===== config.mk =====
export PLATFORM = sky130hd
export DESIGN_NAME = trk_conv
export DESIGN_NICKNAME = d
export VERILOG_FILES = /design/src/rtl/trk_pkg.sv /design/src/rtl/trk_sync.sv /design/src/rtl/trk_pacer.sv /design/src/rtl/trk_dir.sv /design/src/rtl/trk_conv.sv
export SDC_FILE = /design/constraint.sdc
export NUM_CORES = 1
export LEC_CHECK = 0
export BUFFER_PORTS_ARGS = -buffer_cell sky130_fd_sc_hd__buf_2
export CAP_MARGIN = 20
export CORE_ASPECT_RATIO = 1.5
export CORE_UTILIZATION = 45
export CTS_BUF_LIST = sky130_fd_sc_hd__clkbuf_16
export CTS_CLUSTER_SIZE = 24
export DETAILED_ROUTE_END_ITERATION = 8
export GPL_TIMING_DRIVEN = 0
export PLACE_DENSITY = 0.69
export SYNTH_ARGS = -nofsm -noshare
export SYNTH_HDL_FRONTEND = slang
export SYNTH_SLANG_ARGS = --single-unit
export TNS_END_PERCENT = 100

===== constraint.sdc =====
create_clock -name clk -period 2.7 [get_ports clk]
set_input_delay 0.135 -clock clk [delete_from_list [all_inputs] [get_ports clk]]
set_output_delay 0.135 -clock clk [all_outputs]
set_load 0.01 [all_outputs]

===== src/rtl/trk_pkg.sv =====
package trk_pkg;

    typedef enum logic {
        ST_IDLE = 1'b0,
        ST_CONV = 1'b1
    } conv_state_e;

    typedef enum logic [1:0] {
        MV_NONE = 2'd0,
        MV_UP   = 2'd1,
        MV_DOWN = 2'd2
    } move_e;

    typedef struct packed {
        logic track;
        logic freeze;
        logic up_off;
        logic down_off;
    } trk_ctl_t;

    typedef struct packed {
        move_e move;
        logic  finish;
    } trk_dec_t;

    // One clock per synchronizer stage plus the clock that applies the step
    function automatic int pace_clks(input int sync_stages);
        return sync_stages + 1;
    endfunction

endpackage


===== src/rtl/trk_sync.sv =====
module trk_sync #(
    parameter int STAGES = 2
) (
    input  logic clk,
    input  logic rst,
    input  logic d,
    output logic q
);
    logic [STAGES-1:0] chain;

    genvar g;
    generate
        for (g = 0; g < STAGES; g++) begin : g_stage
            if (g == 0) begin : g_first
                always_ff @(posedge clk) begin
                    if (rst) chain[0] <= 1'b0;
                    else     chain[0] <= d;
                end
            end else begin : g_next
                always_ff @(posedge clk) begin
                    if (rst) chain[g] <= 1'b0;
                    else     chain[g] <= chain[g-1];
                end
            end
        end
    endgenerate

    assign q = chain[STAGES-1];
endmodule


===== src/rtl/trk_pacer.sv =====
module trk_pacer #(
    parameter int STEP_CLKS = 3
) (
    input  logic clk,
    input  logic rst,
    input  logic clear,
    input  logic freeze,
    output logic tick
);
    localparam int CNT_W = (STEP_CLKS > 1) ? $clog2(STEP_CLKS) : 1;
    localparam logic [CNT_W-1:0] LAST = CNT_W'(STEP_CLKS - 1);
    localparam logic [CNT_W-1:0] ONE  = CNT_W'(1);

    logic [CNT_W-1:0] cnt;

    assign tick = (cnt == LAST) && !freeze && !clear;

    always_ff @(posedge clk) begin
        if (rst || clear) begin
            cnt <= '0;
        end else if (!freeze) begin
            cnt <= tick ? '0 : cnt + ONE;
        end
    end
endmodule


===== src/rtl/trk_dir.sv =====
module trk_dir
    import trk_pkg::*;
#(
    parameter int CODE_W = 8
) (
    input  conv_state_e       state,
    input  trk_ctl_t          ctl,
    input  logic              cmp,
    input  logic [CODE_W-1:0] code,
    output trk_dec_t          dec
);
    logic at_max;
    logic at_zero;

    assign at_max  = &code;
    assign at_zero = ~|code;

    always_comb begin
        dec.move   = MV_NONE;
        dec.finish = 1'b0;
        if (state == ST_CONV) begin
            if (cmp && !at_max) dec.move   = MV_UP;
            else                dec.finish = 1'b1;
        end else if (ctl.track) begin
            if (cmp && !ctl.up_off && !at_max)
                dec.move = MV_UP;
            else if (!cmp && !ctl.down_off && !at_zero)
                dec.move = MV_DOWN;
        end
    end
endmodule


===== src/rtl/trk_conv.sv =====
module trk_conv
    import trk_pkg::*;
#(
    parameter int CODE_W      = 8,
    parameter int SYNC_STAGES = 2
) (
    input  logic              clk,
    input  logic              rst,
    input  logic              mode_track,
    input  logic              start,
    input  logic              hold,
    input  logic              no_up,
    input  logic              no_down,
    input  logic              cmp_above,
    output logic [CODE_W-1:0] dac_code,
    output logic [CODE_W-1:0] result,
    output logic              eoc
);
    localparam int STEP_CLKS = pace_clks(SYNC_STAGES);
    localparam logic [CODE_W-1:0] ONE = CODE_W'(1);

    conv_state_e       state;
    trk_ctl_t          ctl;
    trk_dec_t          dec;
    logic              cmp_s;
    logic              tick;
    logic              start_ok;
    logic [CODE_W-1:0] code_next;

    assign ctl.track    = mode_track;
    assign ctl.freeze   = hold;
    assign ctl.up_off   = no_up;
    assign ctl.down_off = no_down;

    assign start_ok = start && !ctl.track && !ctl.freeze && (state == ST_IDLE);

    trk_sync #(.STAGES(SYNC_STAGES)) u_sync (
        .clk (clk),
        .rst (rst),
        .d   (cmp_above),
        .q   (cmp_s)
    );

    trk_pacer #(.STEP_CLKS(STEP_CLKS)) u_pacer (
        .clk    (clk),
        .rst    (rst),
        .clear  (start_ok),
        .freeze (ctl.freeze),
        .tick   (tick)
    );

    trk_dir #(.CODE_W(CODE_W)) u_dir (
        .state (state),
        .ctl   (ctl),
        .cmp   (cmp_s),
        .code  (dac_code),
        .dec   (dec)
    );

    always_comb begin
        unique case (dec.move)
            MV_UP:   code_next = dac_code + ONE;
            MV_DOWN: code_next = dac_code - ONE;
            default: code_next = dac_code;
        endcase
    end

    always_ff @(posedge clk) begin
        if (rst) begin
            state    <= ST_IDLE;
            dac_code <= '0;
            result   <= '0;
            eoc      <= 1'b1;
        end else if (!ctl.freeze) begin
            if (start_ok) begin
                state    <= ST_CONV;
                dac_code <= '0;
                eoc      <= 1'b0;
            end else if (tick) begin
                if (state == ST_CONV) begin
                    if (dec.finish) begin
                        state  <= ST_IDLE;
                        result <= dac_code;
                        eoc    <= 1'b1;
                    end else begin
                        dac_code <= code_next;
                    end
                end else if (ctl.track) begin
                    dac_code <= code_next;
                    result   <= code_next;
                end
            end
        end
    end
endmodule


# Word-level counts from Yosys, hierarchy flattened
# Index checks and enable logic that the tools add are counted.
[word_totals]
in_bits = 8
wordCells = 71
reg_bits = 22
out_inout_bits = 17
[op_classes]
n_reduce_logical = 29
n_eq_ne = 5
muxes = 24
n_bitwise = 3
n_addsub = 3
[ops]
columns = ["operator", "count"]
rows = [
  ["2-to-1 mux 8 bit", 7],
  ["case mux 8 bit (2 select lines)", 1],
  ["2-to-1 mux 1 bit", 11],
  ["logical AND 1 bit", 10],
  ["2-to-1 mux 2 bit", 5],
  ["adder 8 x 1 -> 8 bit (second input constant)", 1],
  ["AND reduction 4 bit", 2],
  ["AND reduction 8 bit", 1],
  ["nonzero test 2 bit", 4],
  ["OR reduction 8 bit", 1],
  ["subtractor 8 x 1 -> 8 bit (second input constant)", 1],
  ["logical NOT 1 bit", 7],
  ["AND reduction 5 bit", 1],
  ["== test 2 bit (second input constant)", 2],
  ["inequality test 3 x 2 -> 1 bit (second input constant)", 1],
  ["inverter 1 bit", 3],
  ["nonzero test 3 bit", 1],
  ["adder 2 x 1 -> 2 bit (second input constant)", 1],
  ["== test 2 x 1 -> 1 bit (second input constant)", 1],
  ["inequality test 2 x 1 -> 1 bit (second input constant)", 1],
  ["AND reduction 2 bit", 1],
  ["logical OR 1 bit", 1],
]

# Longest topological paths before layout
[logic_depth]
ltp_word = 13
ltp_mapped = 12
depth_no_buf = 11

# Cells and area by module
# Synthesis repeated with hierarchy kept, for this count alone.
[hier_totals]
hier_cells = 187
area_unflattened_um2 = 1586.5
[modules_own_cells]
columns = ["mod", "instances", "cells_per_inst", "area_per_inst_um2", "seq_area_each_um2"]
rows = [
  ["trk_conv", 1, 161, 1365.1, 360.3],
  ["trk_pacer", 1, 11, 103.8, 40.0],
  ["trk_dir", 1, 11, 65.1, 0.0],
  ["trk_sync", 1, 4, 52.6, 40.0],
]

# Worst setup path after synthesis
# Ideal clock, no wire load.
[synth_path]
kind = "register to register"
startpoint = "register state"
endpoint = "register result[7]"
stages_incl_launch_ff = 12
arrival_ns = 2.824
slack_ns = -0.198
n_path_buf = 1
setup_time_ns = 0.074
t_required_ns = 2.626
period_less_slack_ns = 2.898
cell_sequence = "dfxtp_1 > buf_6 > or4b_2 > a21oi_1 > ha_1 > ha_1 > o21ai_0 > nor2_1 > o22ai_2 > mux2i_1 > or3_1 > a31oi_1"
[synth_between]
elab_chain_len = 5
elab_cells_between_ends = 15
cone_classes = "eq/ne: 3; mux: 5; bitwise: 2; reduce/logical: 5"
[synth_rtl]
columns = ["element", "line_no", "rtl"]
rows = [
  ["start: declaration", "trk_conv.sv:22", "conv_state_e state;"],
  ["start signal: assignment", "trk_conv.sv:70", "state <= ST_IDLE;"],
  ["start signal: assignment", "trk_conv.sv:76", "state <= ST_CONV;"],
  ["start signal: assignment", "trk_conv.sv:82", "state <= ST_IDLE;"],
  ["2-to-1 mux 2 bit / inverter 1 bit (equally long branches)", "trk_dir.sv:21, trk_conv.sv:35", ""],
  ["== test 2 bit, or another cell as far along", "trk_conv.sv:61", "unique case (dec.move)"],
  ["case mux 8 bit (2 select lines) / logical NOT 1 bit (equally long branches)", "trk_conv.sv:61, trk_pacer.sv:16", ""],
  ["2-to-1 mux 8 bit / logical AND 1 bit (equally long branches)", "trk_conv.sv:88, trk_pacer.sv:16", ""],
  ["2-to-1 mux 8 bit / AND reduction 5 bit (equally long branches)", "--", ""],
  ["end signal: assignment", "trk_conv.sv:83", "result <= dac_code;"],
  ["end signal: assignment", "trk_conv.sv:90", "result <= code_next;"],
  ["end: declaration", "trk_conv.sv:16", "output logic [CODE_W-1:0] result,"],
]
# Several ways; a longest one is shown, not always the timed one. The select of a mux whose other input is x is not followed.
# A chain may end at the register's enable or synchronous reset.

# Final worst setup path
[layout_path]
startpoint = "register u_sync.chain[1] (netlist: u_sync.q)"
endpoint = "register result[7]"
[layout_between]
elab_chain_len = 11
elab_cells_between_ends = 20
cone_classes = "eq/ne: 3; mux: 10; reduce/logical: 7"
[layout_rtl]
columns = ["element", "line_no", "rtl"]
rows = [
  ["start: declaration", "trk_sync.sv:9", "logic [STAGES-1:0] chain;"],
  ["start signal: indexed assignment", "trk_sync.sv:22", "else chain[g] <= chain[g-1];"],
  ["logical NOT 1 bit", "trk_dir.sv:27", "else if (!cmp && !ctl.down_off && !at_zero)"],
  ["logical AND 1 bit (2 in series)", "trk_dir.sv:27", ""],
  ["2-to-1 mux 2 bit", "trk_dir.sv:27", ""],
  ["2-to-1 mux 2 bit", "trk_dir.sv:25", "if (cmp && !ctl.up_off && !at_max)"],
  ["2-to-1 mux 2 bit", "trk_dir.sv:24", "end else if (ctl.track) begin"],
  ["2-to-1 mux 2 bit", "trk_dir.sv:21", "if (state == ST_CONV) begin"],
  ["== test 2 bit / == test 2 x 1 -> 1 bit (equally long branches)", "trk_conv.sv:61", ""],
  ["case mux 8 bit (2 select lines)", "trk_conv.sv:61", ""],
  ["2-to-1 mux 8 bit", "trk_conv.sv:88", "end else if (ctl.track) begin"],
  ["2-to-1 mux 8 bit", "trk_conv.sv:80", "if (state == ST_CONV) begin"],
]
# Several ways; a longest one is shown, not always the timed one. The select of a mux whose other input is x is not followed.

==> impl_metrics.env <==
export IMPL_gp_congestion=0.756
export IMPL_cap_violations=0
export IMPL_rr_startpoint="u_sync.q"
export IMPL_cts_tree="done"
export IMPL_cts_buffers=3
export IMPL_final_nets=209
export IMPL_cpPeakStageDelay_ns=0.53
export IMPL_yosysMostFrequentCell="dfxtp_1"
export IMPL_crit_path_frequent_cell="ha_4"
export IMPL_status="finished clean"
export IMPL_globalRoute_totalOverflow=0
export IMPL_synth_seq_area_share=0.315
export IMPL_dpl_instance_area_um2=1650
export IMPL_power_density_nw_per_um2=429
export IMPL_vias=1323
export IMPL_worstPathMaxFanout=5
export IMPL_drt_total_wl_um=3650
export IMPL_die_w_um=47.5
export IMPL_end_kind="register"
export IMPL_period_needed_ns=2.64
export IMPL_hold_start="cmp_above"
export IMPL_synth_edf_count=0
export IMPL_syn_area_per_cell_um2=8.86
export IMPL_finalHoldWorstSlack_ns=0.119
export IMPL_final_cell_area_um2=1910
export IMPL_rsz0062_at_grt="yes"
export IMPL_clock_latency_ns=0.26
export IMPL_n_antenna_cell=0
export IMPL_antenna_found_initial=0
export IMPL_crit_arrival_ns=2.83
export IMPL_seq_area_um2=463
export IMPL_startpoint="u_sync.q"
export IMPL_routedWlPerCell_um=15.9
export IMPL_setup_viol=0
export IMPL_grt_pass1_wl_um=5780
export IMPL_worstPathRequired_ns=2.89
export IMPL_clk_pin_slew_worst_paths_ns=0.06
export IMPL_place_worst_setup_slack_ns=-0.324
export IMPL_yosysTopAreaCell="dfxtp_1"
export IMPL_grt_pass1_vias=1270
export IMPL_p_leak_nw=0.764
export IMPL_start_util=0.476
export IMPL_crit_type="register to register"
export IMPL_clockBufferDepth=2
export IMPL_hp_class="input port to register"
export IMPL_skew_ns=0.00581
export IMPL_ys_flop_type="dfxtp_1"
export IMPL_syn_nets=175
export IMPL_multi_input_area_um2=1040
export IMPL_drc=0
export IMPL_area_growth_syn_to_layout_pct=36.3
export IMPL_ir_worst_vdd_uv=214
export IMPL_root_buffer="clkbuf_16"
export IMPL_netlist_area_um2=1400
export IMPL_die_area_um2=3340
export IMPL_synth_commonest_cells="dfxtp_1 (22), nor2_1 (18), o21ai_0 (14)"
export IMPL_drive_gt1_frac=0.408
export IMPL_fin_cells=230
export IMPL_finalPower_uw=818
export IMPL_ys_types=43
export IMPL_ys_ff_latch=22
export IMPL_fin_util=0.648
export IMPL_ant_nets=0
export IMPL_clock_fmax_mhz=378
export IMPL_vias_per_cell=5.75
export IMPL_syn_instance_count=158
export IMPL_place_inst=220
export IMPL_tightest_slew_ns=0.492
export IMPL_slew_headroom=0.672
export IMPL_hold_viol_final=0
export IMPL_synthArstFlopShare=0
export IMPL_ys_top_cells_by_area="dfxtp_1 (31%), ha_1 (7.1%), o21ai_0 (5.0%)"
export IMPL_holdBufCountCts=0
export IMPL_initialDrtViolationCount=26
export IMPL_port_buffers=23
export IMPL_core_region_area_um2=2940
export IMPL_track_usage=0.231
export IMPL_finalSetupTns_ns=0
export IMPL_rows=24
export IMPL_start_kind="register"
export IMPL_grt_start_max_net_pins=14
export IMPL_synth_top_cell_area_share=0.315
export IMPL_io_pins=25
export IMPL_layout_setup_ws_ns=0.0563
export IMPL_period_share=0.979
export IMPL_fillers=261
export IMPL_die_h_um=70.3
export IMPL_report_final_slew_viol_count=0
export IMPL_dr_pass1_iters=7
export IMPL_cpMaxStageDelayCell="or4b_4"
export IMPL_cts_sinks=22
export IMPL_place_hpwl_um=2650
export IMPL_htree_levels=1
export IMPL_path_cells="or4b_4 -> a21oi_4 -> ha_4 -> buf_6 -> ha_4 -> a211o_1 -> o22ai_2 -> mux2i_2 -> o21ai_1 -> a31oi_1"
export IMPL_synth_warnings=0
-- where the power goes --
part	internal (mW)	switching, mW	total, mW
logic	0.0269	0.0393	0.0662
registers	0.328	0.00442	0.332
clock network	0.295	0.125	0.420
-- critical path, delay by kind of cell (launching register included) --
family | cells | cell delay, ns
adders and majority gates | 2 | 0.41
AOI/OAI and AO/OA | 5 | 0.83
muxes | 1 | 0.31
DFF | 1 | 0.33
buffers and inverters | 1 | 0.14
and+or+nand+nor | 1 | 0.53
-- placed cells by master, fill, tap and decap left out, types with 5 or more instances in the layout --
cell,count
dfxtp_1,12
o21ai_0,8
nor2_1,18
dfxtp_2,6
ha_4,6
a21oi_1,10
nand2b_1,5
buf_2,23
nand2_1,7
nor3_1,5
buf_4,5
-- logic make-up (layout without fill, tap and decap cells) --
family,after synthesis,count (layout),synth area share
compound gates,54,54,0.277
simple gates,52,52,0.209
flops,22,22,0.315
buf+inv,12,45,0.0536
fa+ha+maj,9,9,0.0858
xor+xnor,5,5,0.0313
mux,4,4,0.0286
-- worst paths after layout --
path | end | slack [ns] | depth (start not counted)
min reg2reg | u_sync.q | 0.44 | 1
max reg2reg | result[7] | 0.06 | 10
max | result[7] | 0.06 | 10
min | u_sync.chain[0] | 0.12 | 2
-- area by class of cell --
type                    count  share of cell area
flip-flops and latches     22               0.243
plain buffers               7              0.0275
well taps                  39              0.0256
clock buffers               3              0.0393
multi-input cells         124               0.545
clock inverters             1              0.0157
inverters                   4             0.00787
repair buffers             30              0.0964
-- flip-flops by register name (all words and copies together), names as in the netlist --
name,cells
state,1
u_sync.chain,1
dac_code,8
u_sync.q,1
u_pacer.cnt,2
eoc,1
result,8
-- repair_timing --
item / CTS / global route
endpoints found under the setup margin: 10 / 9
pin swaps: 8 / 8
buffers inserted: 6 / 1
resized for setup: 19 / 17
-- per-layer routing --
| layer | up-vias | global-route usage | wire (um) |
|---|---|---|---|
| met3 | 10 | 0.0284 | 97 |
| li1 | 652 | - | - |
| met5 | - | 0 | 0 |
| met1 | 627 | 0.262 | 1510 |
| met2 | 34 | 0.419 | 1950 |
| met4 | 0 | 0.0710 | 89 |
(Power assumes the default switching activity.)
